`src/rtl/tx_pkg.sv`:
```
package tx_pkg;

  localparam int CHAR_MAX = 8;

  typedef enum logic [2:0] {
    PH_IDLE   = 3'd0,
    PH_START  = 3'd1,
    PH_DATA   = 3'd2,
    PH_PARITY = 3'd3,
    PH_STOP   = 3'd4
  } tx_phase_t;

  // Length code 0..3 selects 5..8 data bits
  function automatic logic [3:0] char_bits(input logic [1:0] code);
    return 4'd5 + {2'b00, code};
  endfunction

  // Parity bit for the character under the given controls
  function automatic logic frame_parity(input logic [CHAR_MAX-1:0] d,
                                        input logic [1:0] code,
                                        input logic even,
                                        input logic stick);
    logic [CHAR_MAX-1:0] mask;
    logic ones_odd;
    mask = {CHAR_MAX{1'b1}} >> (2'd3 - code);
    ones_odd = ^(d & mask);
    if (stick) return even;
    return even ? ones_odd : ~ones_odd;
  endfunction

endpackage

```
`src/rtl/tx_baud_gen.sv`:
```
module tx_baud_gen #(
  parameter int DIV_W = 16
) (
  input  logic             clk,
  input  logic             rst,
  input  logic             restart,
  input  logic [DIV_W-1:0] divisor,
  output logic             tick
);
  logic [DIV_W-1:0] cnt;
  logic [DIV_W-1:0] lim;

  always_comb lim = (divisor == '0) ? '0 : divisor - 1'b1;

  assign tick = !restart && (cnt >= lim);

  always_ff @(posedge clk) begin
    if (rst || restart)   cnt <= '0;
    else if (cnt >= lim)  cnt <= '0;
    else                  cnt <= cnt + 1'b1;
  end
endmodule

```
`src/rtl/tx_hold_reg.sv`:
```
module tx_hold_reg #(
  parameter int W = 8
) (
  input  logic         clk,
  input  logic         rst,
  input  logic         wr,
  input  logic [W-1:0] wdata,
  input  logic         take,
  output logic [W-1:0] data,
  output logic         full
);
  always_ff @(posedge clk) begin
    if (rst) begin
      full <= 1'b0;
      data <= '0;
    end else begin
      if (wr) data <= wdata;
      if (wr)        full <= 1'b1;
      else if (take) full <= 1'b0;
    end
  end

  assert_take_needs_full_R9: assert property (@(posedge clk) disable iff (rst)
    take |-> full);
endmodule

```
`src/rtl/tx_frame_shifter.sv`:
```
module tx_frame_shifter
  import tx_pkg::*;
#(
  parameter int OVS    = 16,
  parameter int TCNT_W = 6
) (
  input  logic                clk,
  input  logic                rst,
  input  logic                tick,
  input  logic                load,
  input  logic [CHAR_MAX-1:0] data,
  input  logic [3:0]          nbits,
  input  logic                par_on,
  input  logic                par_val,
  input  logic [TCNT_W-1:0]   stop_ticks,
  output logic                line,
  output logic                busy
);
  localparam logic [TCNT_W-1:0] BIT_LAST = TCNT_W'(OVS - 1);
  localparam logic [TCNT_W-1:0] TCNT_CAP = TCNT_W'(2 * OVS);

  tx_phase_t           phase;
  logic [CHAR_MAX-1:0] shreg;
  logic [3:0]          bitcnt;
  logic [3:0]          nb_r;
  logic                pon_r, pv_r;
  logic [TCNT_W-1:0]   st_r;
  logic [TCNT_W-1:0]   tcnt;
  logic [TCNT_W-1:0]   seg_last;
  logic                seg_end;

  always_comb begin
    seg_last = (phase == PH_STOP) ? st_r - 1'b1 : BIT_LAST;
    seg_end  = tick && (tcnt == seg_last);
  end

  assign busy = (phase != PH_IDLE);

  always_ff @(posedge clk) begin
    if (rst) begin
      phase  <= PH_IDLE;
      shreg  <= '0;
      bitcnt <= '0;
      nb_r   <= 4'd5;
      pon_r  <= 1'b0;
      pv_r   <= 1'b0;
      st_r   <= TCNT_W'(OVS);
      tcnt   <= '0;
      line   <= 1'b1;
    end else if (load) begin
      phase  <= PH_START;
      shreg  <= data;
      bitcnt <= '0;
      nb_r   <= nbits;
      pon_r  <= par_on;
      pv_r   <= par_val;
      st_r   <= stop_ticks;
      tcnt   <= '0;
      line   <= 1'b0;
    end else if (busy && tick) begin
      if (!seg_end) begin
        tcnt <= tcnt + 1'b1;
      end else begin
        tcnt <= '0;
        unique case (phase)
          PH_START: begin
            phase  <= PH_DATA;
            line   <= shreg[0];
            shreg  <= shreg >> 1;
            bitcnt <= '0;
          end
          PH_DATA: begin
            if (bitcnt == nb_r - 1'b1) begin
              if (pon_r) begin
                phase <= PH_PARITY;
                line  <= pv_r;
              end else begin
                phase <= PH_STOP;
                line  <= 1'b1;
              end
            end else begin
              bitcnt <= bitcnt + 1'b1;
              line   <= shreg[0];
              shreg  <= shreg >> 1;
            end
          end
          PH_PARITY: begin
            phase <= PH_STOP;
            line  <= 1'b1;
          end
          PH_STOP: begin
            phase <= PH_IDLE;
            line  <= 1'b1;
          end
          default: begin
            phase <= PH_IDLE;
            line  <= 1'b1;
          end
        endcase
      end
    end
  end

  assert_idle_mark_R1: assert property (@(posedge clk) disable iff (rst)
    (phase == PH_IDLE) |-> line);

  assert_start_space_R2: assert property (@(posedge clk) disable iff (rst)
    load |=> (phase == PH_START && !line));

  assert_data_count_R2: assert property (@(posedge clk) disable iff (rst)
    (phase == PH_DATA) |-> (bitcnt < nb_r));

  assert_tick_count_range_R6: assert property (@(posedge clk) disable iff (rst)
    busy |-> (tcnt < TCNT_CAP));
endmodule

```
`src/rtl/serial_tx_core.sv`:
```
module serial_tx_core
  import tx_pkg::*;
#(
  parameter int DIV_W = 16,
  parameter int OVS   = 16
) (
  input  logic             clk,
  input  logic             rst,
  input  logic             wr_en,
  input  logic [7:0]       wr_data,
  input  logic [DIV_W-1:0] divisor,
  input  logic [1:0]       len_code,
  input  logic             par_en,
  input  logic             par_even,
  input  logic             par_stick,
  input  logic             stop_long,
  input  logic             brk,
  input  logic             loop_sel,
  output logic             ser_out,
  output logic             loop_out,
  output logic             hold_empty,
  output logic             tx_idle
);
  localparam int TCNT_W = $clog2(2 * OVS) + 1;
  localparam logic [TCNT_W-1:0] STOP_ONE  = TCNT_W'(OVS);
  localparam logic [TCNT_W-1:0] STOP_HALF = TCNT_W'(OVS + OVS / 2);
  localparam logic [TCNT_W-1:0] STOP_TWO  = TCNT_W'(2 * OVS);

  logic                tick;
  logic                load;
  logic                busy;
  logic                line;
  logic                hold_full;
  logic                brk_q;
  logic [CHAR_MAX-1:0] hold_data;
  logic [TCNT_W-1:0]   stop_sel;
  logic                par_bit;
  logic                line_eff;

  always_ff @(posedge clk) begin
    if (rst) brk_q <= 1'b0;
    else     brk_q <= brk;
  end

  assign load = hold_full && !busy && !brk_q;

  always_comb begin
    if (!stop_long)            stop_sel = STOP_ONE;
    else if (len_code == 2'd0) stop_sel = STOP_HALF;
    else                       stop_sel = STOP_TWO;
    par_bit = frame_parity(hold_data, len_code, par_even, par_stick);
  end

  tx_hold_reg #(.W(CHAR_MAX)) u_hold (
    .clk   (clk),
    .rst   (rst),
    .wr    (wr_en),
    .wdata (wr_data),
    .take  (load),
    .data  (hold_data),
    .full  (hold_full)
  );

  tx_baud_gen #(.DIV_W(DIV_W)) u_baud (
    .clk     (clk),
    .rst     (rst),
    .restart (load),
    .divisor (divisor),
    .tick    (tick)
  );

  tx_frame_shifter #(.OVS(OVS), .TCNT_W(TCNT_W)) u_shift (
    .clk        (clk),
    .rst        (rst),
    .tick       (tick),
    .load       (load),
    .data       (hold_data),
    .nbits      (char_bits(len_code)),
    .par_on     (par_en),
    .par_val    (par_bit),
    .stop_ticks (stop_sel),
    .line       (line),
    .busy       (busy)
  );

  assign line_eff   = brk ? 1'b0 : line;
  assign ser_out    = loop_sel ? 1'b1 : line_eff;
  assign loop_out   = loop_sel ? line_eff : 1'b1;
  assign hold_empty = !hold_full;
  assign tx_idle    = !busy && !hold_full;

  assert_break_blocks_R8: assert property (@(posedge clk) disable iff (rst)
    (brk_q && !busy) |=> !busy);

  assert_take_empties_R9: assert property (@(posedge clk) disable iff (rst)
    (load && !wr_en) |=> hold_empty);
endmodule

```
`config.mk`:
```
export PLATFORM = sky130hd
export DESIGN_NAME = serial_tx_core
export DESIGN_NICKNAME = d
export VERILOG_FILES = /design/src/rtl/tx_pkg.sv /design/src/rtl/tx_baud_gen.sv /design/src/rtl/tx_hold_reg.sv /design/src/rtl/tx_frame_shifter.sv /design/src/rtl/serial_tx_core.sv
export SDC_FILE = /design/constraint.sdc
export NUM_CORES = 1
export LEC_CHECK = 0
export CAP_MARGIN = 5
export CELL_PAD_IN_SITES_DETAIL_PLACEMENT = 1
export CELL_PAD_IN_SITES_GLOBAL_PLACEMENT = 1
export CORE_MARGIN = 2
export CORE_UTILIZATION = 45
export DETAILED_ROUTE_END_ITERATION = 16
export GPL_TIMING_DRIVEN = 0
export HOLD_SLACK_MARGIN = 0.03
export PLACE_DENSITY = 0.91
export SLEW_MARGIN = 20
export SYNTH_ARGS = -nofsm -noshare
export SYNTH_HDL_FRONTEND = slang
export SYNTH_SLANG_ARGS = --single-unit
```
`constraint.sdc`:
```
create_clock -name clk -period 9 [get_ports clk]
set_clock_uncertainty 0.15 [all_clocks]
set_input_delay 1.8 -clock clk [delete_from_list [all_inputs] [get_ports clk]]
set_output_delay 1.8 -clock clk [all_outputs]
set_load 0.005 [all_outputs]
```
# --- Word-level counts from Yosys, hierarchy flattened ---
# Cells that the tools add are included.
op_classes:
  n_eq_ne: 10
  n_mux: 33
  order_cmp: 1
  multipliers: 0
  n_shift: 1
  n_addsub: 8
  n_reduce_logical: 27
  div: 0
  n_bitwise: 2
ops:
  columns: ["cell", "count"]
  rows:
  - ["2-to-1 mux 8 bit", 4]
  - ["2-to-1 mux 6 bit", 4]
  - ["2-to-1 mux 1 bit", 17]
  - ["adder 16 x 1 -> 16 bit (second input constant)", 1]
  - ["greater-or-equal comparator 16 bit", 1]
  - ["zero test 16 bit", 1]
  - ["2-to-1 mux 16 bit", 1]
  - ["case mux 8 bit (2 select lines)", 1]
  - ["subtractor 16 x 1 -> 16 bit (second input constant)", 1]
  - ["case mux 3 bit (3 select lines)", 1]
  - ["bitwise AND 8 bit", 1]
  - ["case mux 4 bit (2 select lines)", 1]
  - ["AND reduction 4 bit", 2]
  - ["nonzero test 2 bit", 4]
  - ["parity 8 bit", 1]
  - ["right shift 8 x 2 -> 8 bit (first input constant)", 1]
  - ["adder 6 x 1 -> 6 bit (second input constant)", 1]
  - ["== test 3 x 2 -> 1 bit (second input constant)", 2]
  - ["== test 6 bit", 1]
  - ["logical AND 1 bit", 6]
  - ["2-to-1 mux 3 bit", 2]
  - ["AND reduction 3 bit", 2]
  - ["nonzero test 3 bit", 2]
  - ["subtractor 6 x 1 -> 6 bit (second input constant)", 1]
  - ["other kinds (19)", 23]
totals:
  word_cells: 96
  latch_bits: 0
  mem_bits_ro: 0
  ff_bits: 60
  ramBits: 0
  out_inout_bits: 4
  memories: 0
  input_bits: 35

# --- Logic depth before layout (Yosys ltp) ---
# Gate-level depths: netlist of run 1.
depth:
  word_depth: 10
  ltp_mapped: 15
  ltp_nobuf: 14

# --- Modules after synthesis ---
# From an unflattened synthesis of run 1, not the netlist that was laid out.
unflattened:
  hier_cells: 447
  area_unflattened_um2: 3814.9
by_module_without_submodules:
  columns: ["mod", "cells_per_inst", "seq_area_each_um2", "area_per_inst_um2", "instances"]
  rows:
  - ["tx_frame_shifter", 216, 680.7, 1895.6, 1]
  - ["tx_baud_gen", 173, 320.3, 1386.3, 1]
  - ["tx_hold_reg", 30, 180.2, 321.6, 1]
  - ["serial_tx_core", 28, 20.0, 211.5, 1]

# --- Worst setup path before layout of run 1 ---
# No wires, ideal clock.
synth_timing:
  kind: "input-to-reg"
  start: "in divisor[5]"
  end: "reg u_shift.bitcnt[3]"
  slack_ns: 3.818
  cell_stages: 14
  arrival_time_ns: 4.962
  path_buffers: 0
  setup_ns: 0.070
  t_required_ns: 8.780
  path_cell_list: "nor4_1 nor2b_1 nand3_1 nor4_1 xor2_1 nand2_1 ha_1 nand4_1 nor3_2 a32oi_2 a311oi_4 nand3_2 or4_1 a21oi_1"
synth_via:
  elab_chain_cells: 6
  elab_cells_between_ends: 8
  classes_between: "add/sub (1); order compare (1); mux (1); reduce/logical (5)"
synth_lines:
  columns: ["element", "line_no", "text"]
  rows:
  - ["from (decl)", "serial_tx_core.sv:11", "input logic [DIV_W-1:0] divisor,"]
  - ["subtractor 16 x 1 -> 16 bit / zero test 16 bit (equally long branches)", "tx_baud_gen.sv:13", "always_comb lim = (divisor == '0) ? '0 : divisor - 1'b1;"]
  - ["2-to-1 mux 16 bit (*)", "tx_baud_gen.sv:13", null]
  - ["greater-or-equal comparator 16 bit (*)", "tx_baud_gen.sv:15", "assign tick = !restart && (cnt >= lim);"]
  - ["logical AND 1 bit (*)", "tx_baud_gen.sv:15", null]
  - ["logical AND 1 bit (on tied branches)", "tx_frame_shifter.sv:60, tx_frame_shifter.sv:34", null]
  - ["AND reduction 4 bit (no source line) (*)", null, null]
  - ["to (signal assigned)", "tx_frame_shifter.sv:82", "bitcnt <= bitcnt + 1'b1;"]
  - ["to (decl)", "tx_frame_shifter.sv:24", "logic [3:0] bitcnt;"]
# Mark *: on every way between the ends. The rest lies on a longest branch, timed or not.
# A chain may end at the register's enable or synchronous reset.

# --- Worst setup path in the final report of run 1 ---
layout_timing:
  start: "in divisor[4]"
  end: "reg u_shift.shreg[2]"
layout_via:
  elab_chain_cells: 7
  elab_cells_between_ends: 10
  classes_between: "add/sub (1); order compare (1); mux (1); reduce/logical (7)"
layout_lines:
  columns: ["element", "line_no", "text"]
  rows:
  - ["subtractor 16 x 1 -> 16 bit / zero test 16 bit (equally long branches)", "tx_baud_gen.sv:13", null]
  - ["2-to-1 mux 16 bit (*)", "tx_baud_gen.sv:13", null]
  - ["greater-or-equal comparator 16 bit (*)", "tx_baud_gen.sv:15", null]
  - ["logical AND 1 bit (*)", "tx_baud_gen.sv:15", null]
  - ["logical AND 1 bit (on tied branches)", "tx_frame_shifter.sv:34, tx_frame_shifter.sv:60", null]
  - ["nonzero test 2 bit (no source line)", null, null]
  - ["AND reduction 4 bit (no source line) (*)", null, null]
  - ["to (signal assigned)", "tx_frame_shifter.sv:52", "shreg <= data;"]
  - ["to (signal assigned)", "tx_frame_shifter.sv:69", "shreg <= shreg >> 1;"]
  - ["to (signal assigned)", "tx_frame_shifter.sv:84", "shreg <= shreg >> 1;"]
  - ["to (decl)", "tx_frame_shifter.sv:23", "logic [CHAR_MAX-1:0] shreg;"]
# Marked as above.

==> results.yml, run 1 <==
outcome:
  status: "finished, final reports clean"
power_and_ir_drop:
  ir_worst_vdd_mv: 0.0970
  p_switching_mw: 0.157
  power_mw: 0.630
  internal_power_mw: 0.474
  swShare: 0.248
  comb_power_share: 0.138
  p_leak_nw: 1.69
  p_per_area_mw_per_mm2: 154
  clockPowerShare: 0.435
  seqPwrFrac: 0.428
timing:
  hold_viol_final: 0
  fin_ws_ns: 3.07
  worstMarginPinSlew_ns: 0.704
  finalSetupViolCount: 0
  slew_headroom: 0.528
  rsz0062_at_grt: "false"
  post-route-min-period_ns: 5.93
  holdWs_ns: 0.322
  slew_viol_final: 0
  layout_worst_path_cycle_share: 0.659
  fin_tns_setup_ns: 0
  fmax_mhz: 169
floorplanning:
  io_pins: 39
  initial_utilization: 0.463
  die_x_um: 90.4
  dieArea_mm2: 0.00817
  die_y_um: 90.4
  core_area_mm2: 0.00725
  rows: 31
routing:
  routed_via_density: 5.48
  vias: 3044
  dr.pass1.iters: 5
  drt_iter0_drc: 141
  drc: 0
  antenna_left: 0
  wl_per_cell_um: 15.8
  wirelength_um: 8780
clocking:
  cts-htree-levels: 3
  cts-root-buf: "clkbuf_8"
  cts_hold_buf: 0
  clk_latency_ns: 0.35
  cts_tree: "done"
  clk_path_buf_depth: 2
  cts_setup_buffers: 0
  cts.sinks: 57
  clk_pin_slew_ns: 0.07
  cts_resized: 0
  cts-buffers-inserted: 9
setup_path:
  required_ns: 9.10
  start_kind: "input port"
  worst-setup-path-type: "input port to flip-flop"
  r2r_end: "u_shift.shreg[2]"
  rr_worst_depth: 9
  crit_end: "u_shift.shreg[2]"
  regToRegSetupSlack_ns: 5.97
  cp.arrival_ns: 6.03
  path_max_fanout: 10
  r2r_start: "u_baud.cnt[6]"
  crit_path_start: "divisor[4]"
  cp-end-kind: "flip-flop"
logic_synthesis:
  synth_xor_area_frac: 0.115
  async_reset_ff_frac: 0
  syn-cell-area_mm2: 0.00336
  synth_top_family_by_area: "simple AND/OR/NAND/NOR gates"
  synth-compound-area-share: 0.117
  synth_nets: 463
  syn-instance-count: 403
  synth_seq_cells: 57
  synthAdderAreaFrac: 0.0932
  ys.flop_type: "dfxtp_1"
  synth_cell_types: 47
  ys_warn_count: 0
  synth-simple-area-share: 0.250
  synth_mux_area_frac: 0.0537
  ys_seq_area_frac: 0.340
  synth_edf_count: 0
  syn_avg_cell_area_um2: 8.33
finish:
  post-route-util: 0.563
  diodes: 0
  design_area_mm2: 0.00409
  area_delta_synth_final_pct: 21.7
  fin_cells: 555
  layout_common_cells: "57 x dfxtp_1, 53 x nor2_1, 48 x nand2_1, 37 x clkdlybuf4s50_1, 25 x ha_1"
  nNetsFinal: 511
  fillCellCount: 901
  drive_gt1_frac: 0.0570
  final_common_cell: "dfxtp_1"
grt:
  grt_max_degree: 11
  grt_pass1_wl_um: 14500
  grt.total_usage: 0.221
  antenna_found_initial: 0
  overflow: 0
  grt_pass1_vias: 3123
place:
  place_inst: 539
  placed_area_mm2: 0.00385
  port_buffers: 37
  dp.final_hpwl_um: 6610
  dp_worst_setup_slack_ns: 2.68
  gp_congestion: 0.773
job:
  drv_cap: 0
hold_path:
  hold_path_class: "flip-flop to flip-flop"
-- cell families after synthesis --
logic type,Yosys count
fa+ha+maj,25
xor+xnor,44
simple gates,174
mux,18
compound gates,58
buf+inv,27
flops,57
-- power by group through the flow --
stage               combinational (mW)  clock [mW]  sequential, mW
floorplan                       0.0502           0           0.273
global placement                0.0803           0           0.275
detailed placement              0.0850           0           0.275
CTS                             0.0871       0.280           0.270
global route                    0.0953       0.290           0.271
finish                          0.0867       0.274           0.270
-- layer usage --
layer / track usage / wire (um)
met4: 0.0577 / 150
met1: 0.262 / 3780
met2: 0.386 / 4530
met3: 0.0718 / 322
met5: 0 / 0
-- how the worst min path moves through the flow --
stage	start	to	cells past startpoint
detailed placement	u_shift.shreg[7]	u_shift.shreg[7]	2
CTS	u_shift.nb_r[3]	u_shift.nb_r[3]	2
finish	u_shift.nb_r[3]	u_shift.nb_r[3]	2
global route	u_shift.nb_r[3]	u_shift.nb_r[3]	2
global placement	u_shift.shreg[7]	u_shift.shreg[7]	2
floorplan	u_baud.cnt[0]	u_baud.cnt[0]	1
-- state kept, by name (all words and copies together) (netlist names) --
register	cells
u_hold.full	1
u_shift.pon_r	1
u_shift.shreg	8
u_shift.nb_r	4
u_baud.cnt	16
u_shift.bitcnt	4
u_shift.tcnt	6
brk_q	1
u_shift.phase	3
u_shift.pv_r	1
u_hold.data	8
u_shift.st_r	3
u_shift.line	1
-- critical path, cell delays in order --
cell	delay, ns
clkdlybuf4s50_1	0.45
nor4_1	0.36
nor2b_1	0.34
nand3_1	0.19
nor4_1	0.29
xor2_1	0.18
nand2_1	0.07
ha_1	0.32
nand4_1	0.13
nor3_2	0.26
a32oi_2	0.19
a311oi_4	0.49
nand3_2	0.26
buf_2	0.29
mux2i_1	0.15
a211oi_1	0.26
-- area by class of cell --
type                            count  area (um^2)  area share
Clock buffer                       11          151      0.0371
Timing Repair Buffer               37          370      0.0907
Tap cell                           99          124      0.0303
Multi-Input combinational cell    319         2120       0.518
Clock inverter                      5         77.6      0.0190
Buffer                             12         48.8      0.0119
Sequential cell                    57         1140       0.279
Inverter                           15         56.3      0.0138
-- synthesized netlist by cell type, types with 2 or more instances --
library cell	instances	area share
nand4b_1	2	0.0052
nor2_1	53	0.059
or4_1	2	0.0045
ha_1	25	0.093
nor3_1	5	0.0075
a21oi_1	23	0.034
xnor2_1	24	0.063
dfxtp_1	57	0.34
nor3b_1	2	0.0045
nor4_1	4	0.0075
o21ai_0	12	0.018
o21bai_1	2	0.0045
nand3_1	17	0.025
nand2_1	48	0.054
a211o_1	2	0.0052
buf_2	3	0.0045
nand4_1	7	0.013
nand2b_1	9	0.017
clkbuf_1	8	0.0089
inv_1	15	0.017
nor2b_1	5	0.0093
and2_1	2	0.0037
and3_1	4	0.0075
or3_1	7	0.013
mux2i_1	18	0.054
a211oi_1	7	0.016
xor2_1	20	0.052
(Power assumes the default switching activity.)
==> run 2: changes to the inputs <==
--- a/config.mk
+++ b/config.mk
@@ -9,11 +9,11 @@
 export CELL_PAD_IN_SITES_DETAIL_PLACEMENT = 1
 export CELL_PAD_IN_SITES_GLOBAL_PLACEMENT = 1
 export CORE_MARGIN = 2
-export CORE_UTILIZATION = 45
+export CORE_UTILIZATION = 42
 export DETAILED_ROUTE_END_ITERATION = 16
 export GPL_TIMING_DRIVEN = 0
 export HOLD_SLACK_MARGIN = 0.03
-export PLACE_DENSITY = 0.91
+export PLACE_DENSITY = 0.87
 export SLEW_MARGIN = 20
 export SYNTH_ARGS = -nofsm -noshare
 export SYNTH_HDL_FRONTEND = slang
==> constraint.sdc (replaced) <==
create_clock -name clk -period 6.1 [get_ports clk]
set_clock_uncertainty 0.15 [all_clocks]
set_input_delay 1.22 -clock clk [delete_from_list [all_inputs] [get_ports clk]]
set_output_delay 1.22 -clock clk [all_outputs]
set_load 0.005 [all_outputs]
==> run 2 against run 1 <==
Global-route usage down 0.24 points. Cell area down 0.80%. Die area up 6.8%. Flip-flop and latch count unchanged. Critical path type unchanged.
==> results.yml, run 2 (synthesis gave the netlist of run 1 again) <==
clocking:
  cts_tree: "done"
  clk_path_buf_depth: 2
  cts_hold_buf: 0
  clk_latency_ns: 0.34
  cts-buffers-inserted: 9
  cts.sinks: 57
  cts_resized: 0
  cts-htree-levels: 3
  cts-root-buf: "clkbuf_8"
  clk_pin_slew_ns: 0.06
  cts_setup_buffers: 0
timing:
  fin_ws_ns: 0.723
  rsz0062_at_grt: "false"
  slew_headroom: 0.588
  fmax_mhz: 186
  finalSetupViolCount: 0
  layout_worst_path_cycle_share: 0.881
  post-route-min-period_ns: 5.38
  slew_viol_final: 0
  fin_tns_setup_ns: 0
  worstMarginPinSlew_ns: 0.618
  hold_viol_final: 0
place:
  gp_congestion: 0.797
  dp_worst_setup_slack_ns: 0.407
  placed_area_mm2: 0.00385
  dp.final_hpwl_um: 6490
  port_buffers: 37
routing:
  antenna_left: 0
  drt_iter0_drc: 66
  dr.pass1.iters: 4
  wirelength_um: 8760
  wl_per_cell_um: 15.7
  vias: 2995
  drc: 0
  routed_via_density: 5.37
power_and_ir_drop:
  p_per_area_mw_per_mm2: 214
  ir_worst_vdd_mv: 0.129
  power_mw: 0.866
  p_leak_nw: 1.67
floorplanning:
  die_y_um: 93.4
  dieArea_mm2: 0.00872
  die_x_um: 93.4
  core_area_mm2: 0.00773
  io_pins: 39
  initial_utilization: 0.434
  rows: 32
hold_path:
  whs_endpoint: "u_shift.nb_r[3]"
  min-delay-start: "u_shift.nb_r[3]"
  whs_path_depth: 2
  hold_path_class: "flip-flop to flip-flop"
setup_path:
  r2r_end: "u_shift.shreg[3]"
  cp.arrival_ns: 5.46
  r2r_start: "u_baud.cnt[6]"
  regToRegSetupSlack_ns: 3.05
  cp-end-kind: "flip-flop"
  worst-setup-path-type: "input port to flip-flop"
  rr_worst_depth: 9
  required_ns: 6.18
  start_kind: "input port"
  path_max_fanout: 10
grt:
  grt_max_degree: 11
  grt_pass1_vias: 3172
  grt.total_usage: 0.219
  overflow: 0
  antenna_found_initial: 0
  grt_pass1_wl_um: 15100
finish:
  top_regs: "u_baud.cnt: 16 flops, u_hold.data: 8 flops, u_shift.shreg: 8 flops"
  layout_common_cells: "57 x dfxtp_1, 53 x nor2_1, 48 x nand2_1, 37 x clkdlybuf4s50_1, 25 x ha_1"
  area_delta_synth_final_pct: 20.7
  design_area_mm2: 0.00405
  final_common_cell: "dfxtp_1"
  nNetsFinal: 511
  largest_reg_flops: 16
  post-route-util: 0.524
  regMostFlops: "u_baud.cnt"
  diodes: 0
  fillCellCount: 942
  drive_gt1_frac: 0.0548
job:
  drv_cap: 0
outcome:
  status: "finished, final reports clean"
==> run 2: per-stage QoR <==
stage               hold slack (ns)  std cells
floorplan                     0.291        403
global placement              0.308        542
detailed placement            0.316        542
CTS                           0.324        558
global route                  0.354        558
finish                        0.318        558
==> run 2: where the power goes <==
part / leakage (nW) / internal, mW / switching, mW
clock: 0.102 / 0.191 / 0.149
combinational: 1.11 / 0.0625 / 0.0659
sequential: 0.464 / 0.386 / 0.0121
total: 1.67 / 0.639 / 0.227
==> run 2: worst max path at each step <==
stage	startpoint	end	slack (ns)	cells after the start
after floorplan	divisor[5]	u_shift.bitcnt[3]	1.50	14
after global placement	divisor[4]	u_shift.bitcnt[3]	0.60	15
after detailed placement	divisor[5]	u_shift.shreg[2]	0.41	16
after CTS	divisor[5]	u_shift.shreg[3]	0.74	16
after global routing	divisor[4]	u_shift.shreg[2]	0.39	16
final	divisor[4]	u_shift.shreg[3]	0.72	16
==> run 2: area by class of cell <==
cell class | count | area (um^2) | share of cell area
Sequential cell | 57 | 1140 | 0.282
Clock buffer | 14 | 183 | 0.0451
Inverter | 15 | 56.3 | 0.0139
Buffer | 12 | 48.8 | 0.0120
Timing Repair Buffer | 37 | 370 | 0.0914
Multi-Input combinational cell | 319 | 2120 | 0.522
Clock inverter | 2 | 10.0 | 0.00247
Tap cell | 102 | 128 | 0.0315
==> run 2: layer usage <==
layer / part of all wire / up-vias / track usage
met5: 0 / - / 0
met4: 0.013 / 0 / 0.0515
met3: 0.023 / 15 / 0.0475
met2: 0.50 / 29 / 0.388
met1: 0.46 / 1452 / 0.270
li1: - / 1499 / -
==> run 2: worst max-delay path, stage by stage <==
cell and delay (ns):
clkdlybuf4s50_1 0.45, nor4_1 0.35, nor2b_1 0.34, nand3_1 0.19, nor4_1 0.27, xor2_1 0.18, nand2_1 0.07, ha_1 0.32
nand4_1 0.14, nor3_2 0.28, a32oi_2 0.19, a311oi_4 0.47, nand3_2 0.25, buf_2 0.28, mux2i_1 0.16, a211oi_1 0.29
==> run 3: changes to the inputs <==
--- a/config.mk
+++ b/config.mk
@@ -5,11 +5,12 @@
 export SDC_FILE = /design/constraint.sdc
 export NUM_CORES = 1
 export LEC_CHECK = 0
+export ABC_AREA = 1
 export CAP_MARGIN = 5
 export CELL_PAD_IN_SITES_DETAIL_PLACEMENT = 1
 export CELL_PAD_IN_SITES_GLOBAL_PLACEMENT = 1
 export CORE_MARGIN = 2
-export CORE_UTILIZATION = 42
+export CORE_UTILIZATION = 41
 export DETAILED_ROUTE_END_ITERATION = 16
 export GPL_TIMING_DRIVEN = 0
 export HOLD_SLACK_MARGIN = 0.03
==> run 3 against run 2 <==
Largest cell class unchanged. Hold slack better by 0.0075 ns. Fmax increased by 15%. Die area is 16% higher. Clock-buffer cell count down 4. Highest routed layer unchanged. Sequential power rose by 1%.
==> results.yml, run 3 <==
routing:
  wl_per_cell_um: 14.1
  antenna_left: 0
  wirelength_um: 10100
  routed_via_density: 5.15
  drt_iter0_drc: 87
  vias: 3692
  dr.pass1.iters: 4
  drc: 0
grt:
  grt_pass1_wl_um: 17500
  antenna_found_initial: 0
  overflow: 0
  grt_pass1_vias: 3886
  grt_max_degree: 11
  grt.total_usage: 0.214
timing:
  fin_tns_setup_ns: 0
  worstMarginPinSlew_ns: 0.469
  slew_headroom: 0.687
  post-route-min-period_ns: 4.69
  fmax_mhz: 213
  layout_worst_path_cycle_share: 0.768
  finalSetupViolCount: 0
  slew_viol_final: 0
  rsz0062_at_grt: "false"
  hold_viol_final: 0
clocking:
  cts-htree-levels: 3
  cts.sinks: 57
  cts-buffers-inserted: 9
  cts_resized: 0
  cts-root-buf: "clkbuf_8"
  cts_hold_buf: 0
  clk_path_buf_depth: 2
  clk_pin_slew_ns: 0.06
  clk_latency_ns: 0.35
  cts_setup_buffers: 0
  cts_tree: "done"
power_and_ir_drop:
  p_switching_mw: 0.276
  p_leak_nw: 1.99
  seqPwrFrac: 0.451
  ir_worst_vdd_mv: 0.120
  internal_power_mw: 0.614
  comb_power_share: 0.208
  p_per_area_mw_per_mm2: 198
  power_mw: 0.891
  swShare: 0.310
  clockPowerShare: 0.341
finish:
  top_regs: "u_baud.cnt: 16 flops, u_hold.data: 8 flops, u_shift.shreg: 8 flops"
  largest_reg_flops: 16
  drive_gt1_frac: 0.111
  fin_cells: 717
  regMostFlops: "u_baud.cnt"
  layout_common_cells: "112 x nand2_1, 74 x inv_1, 70 x nor2_1, 57 x dfxtp_1, 39 x nand3_1"
  diodes: 0
  area_delta_synth_final_pct: 17.5
  seqCellArea_mm2: 0.00114
  nNetsFinal: 661
  design_area_mm2: 0.00451
  multi_input_area_mm2: 0.00229
  final_common_cell: "nand2_1"
  fillCellCount: 1211
outcome:
  status: "finished, final reports clean"
job:
  drv_cap: 0
logic_synthesis:
  yosys.area.top_type: "dfxtp_1"
  synth_top_family_by_area: "simple AND/OR/NAND/NOR gates"
  synth_xor_area_frac: 0.0502
  synth_top_cell_area_share: 0.298
  ys_seq_area_frac: 0.298
  ys_warn_count: 0
  synthAdderAreaFrac: 0.0816
  ys.flop_type: "dfxtp_1"
  synth_mux_area_frac: 0.0131
  async_reset_ff_frac: 0
  synthTopCellsByCount: "112 x nand2_1, 74 x inv_1, 70 x nor2_1, 57 x dfxtp_1, 39 x nand3_1"
  synth-simple-area-share: 0.351
  syn_avg_cell_area_um2: 6.93
  synth_cell_types: 44
  synth_seq_cells: 57
  synth_nets: 613
  synth-compound-area-share: 0.101
  yosysMostFrequentCell: "nand2_1"
  syn-cell-area_mm2: 0.00383
  ys_top_cells_by_area: "dfxtp_1 30%, nand2_1 11%, ha_1 8.2%, inv_1 7.2%, nor2_1 6.9%"
  synth_edf_count: 0
  syn-instance-count: 553
hold_path:
  min-delay-start: "u_shift.st_r[4]"
  hold_path_class: "flip-flop to flip-flop"
  whs_path_depth: 2
  whs_endpoint: "u_shift.st_r[4]"
floorplanning:
  rows: 35
  core_area_mm2: 0.00915
  initial_utilization: 0.419
  die_y_um: 101
  dieArea_mm2: 0.0101
  die_x_um: 101
  io_pins: 39
place:
  gp_congestion: 0.815
  placed_area_mm2: 0.00434
  dp.final_hpwl_um: 8090
  port_buffers: 37
  place_inst: 701
setup_path:
  cp.arrival_ns: 4.77
  worst-setup-path-type: "input port to flip-flop"
  r2r_end: "u_shift.bitcnt[3]"
  start_kind: "input port"
  regToRegSetupSlack_ns: 3.84
  r2r_start: "u_baud.cnt[0]"
  rr_worst_depth: 11
  cp-end-kind: "flip-flop"
  path_max_fanout: 10
  required_ns: 6.18
## run 3: cell families after synthesis
kind of cell / after synthesis
muxes: 5
adders and majority gates: 25
AOI/OAI and AO/OA: 67
and+or+nand+nor: 285
buffers and inverters: 92
DFF: 57
xor gates and xnor gates: 22
## run 3: worst max path at each step
stage          depth (start not counted)          endpoint        start  slack [ns]
6_report                              17  u_shift.shreg[4]  divisor[10]        1.41
5_1_grt                               21  u_shift.shreg[0]  divisor[10]        1.07
4_1_cts                               17  u_shift.shreg[4]  divisor[10]        1.47
3_5_place_dp                          17  u_shift.shreg[0]  divisor[10]        1.13
3_3_place_gp                          17  u_shift.shreg[5]  divisor[10]        1.27
2_1_floorplan                         22  u_shift.shreg[5]   divisor[0]        2.25
## run 3: power groups by stage
stage	clock [mW]	sequential, mW	combinational (mW)
global route	0.326	0.404	0.209
CTS	0.310	0.402	0.187
detailed placement	0	0.410	0.185
floorplan	0	0.407	0.122
finish	0.304	0.402	0.185
global placement	0	0.409	0.174
## run 3: area by class of cell
type,instances,share of cell area
clock inverter,6,0.00777
sequential,57,0.253
inverter,81,0.0675
tap,111,0.0308
multi-input combinational,404,0.508
buffer,11,0.0219
timing repair buffer,37,0.0822
clock buffer,10,0.0283
## run 3: critical path, cell delays in order
cell and delay, ns:
clkdlybuf4s50_1 0.46, nor2_1 0.26, nand2_1 0.10, nor4_1 0.34, nand4_1 0.38, clkbuf_1 0.35
nand2_1 0.15, ha_1 0.26, a21oi_1 0.14, o21ai_1 0.07, nor2_1 0.30, nand2_2 0.16
nand3_4 0.13, nand2_4 0.09, buf_12 0.16, a21oi_2 0.12, nor2_1 0.06
## run 3: per-layer routing
layer | global-route usage | vias up | routed length, um
met3 | 0.0319 | 12 | 192
met5 | 0 | - | 0
met4 | 0.0748 | 0 | 123
li1 | - | 1887 | -
met1 | 0.257 | 1754 | 4630
met2 | 0.386 | 39 | 5170
## run 3: metrics by stage
step,setup slack [ns],util,hold WS (ns)
2_1_floorplan,2.25,-,0.284
3_3_place_gp,1.27,0.475,0.293
3_5_place_dp,1.13,0.475,0.313
4_1_cts,1.47,0.492,0.327
5_1_grt,1.07,0.492,0.359
6_report,1.41,0.492,0.325
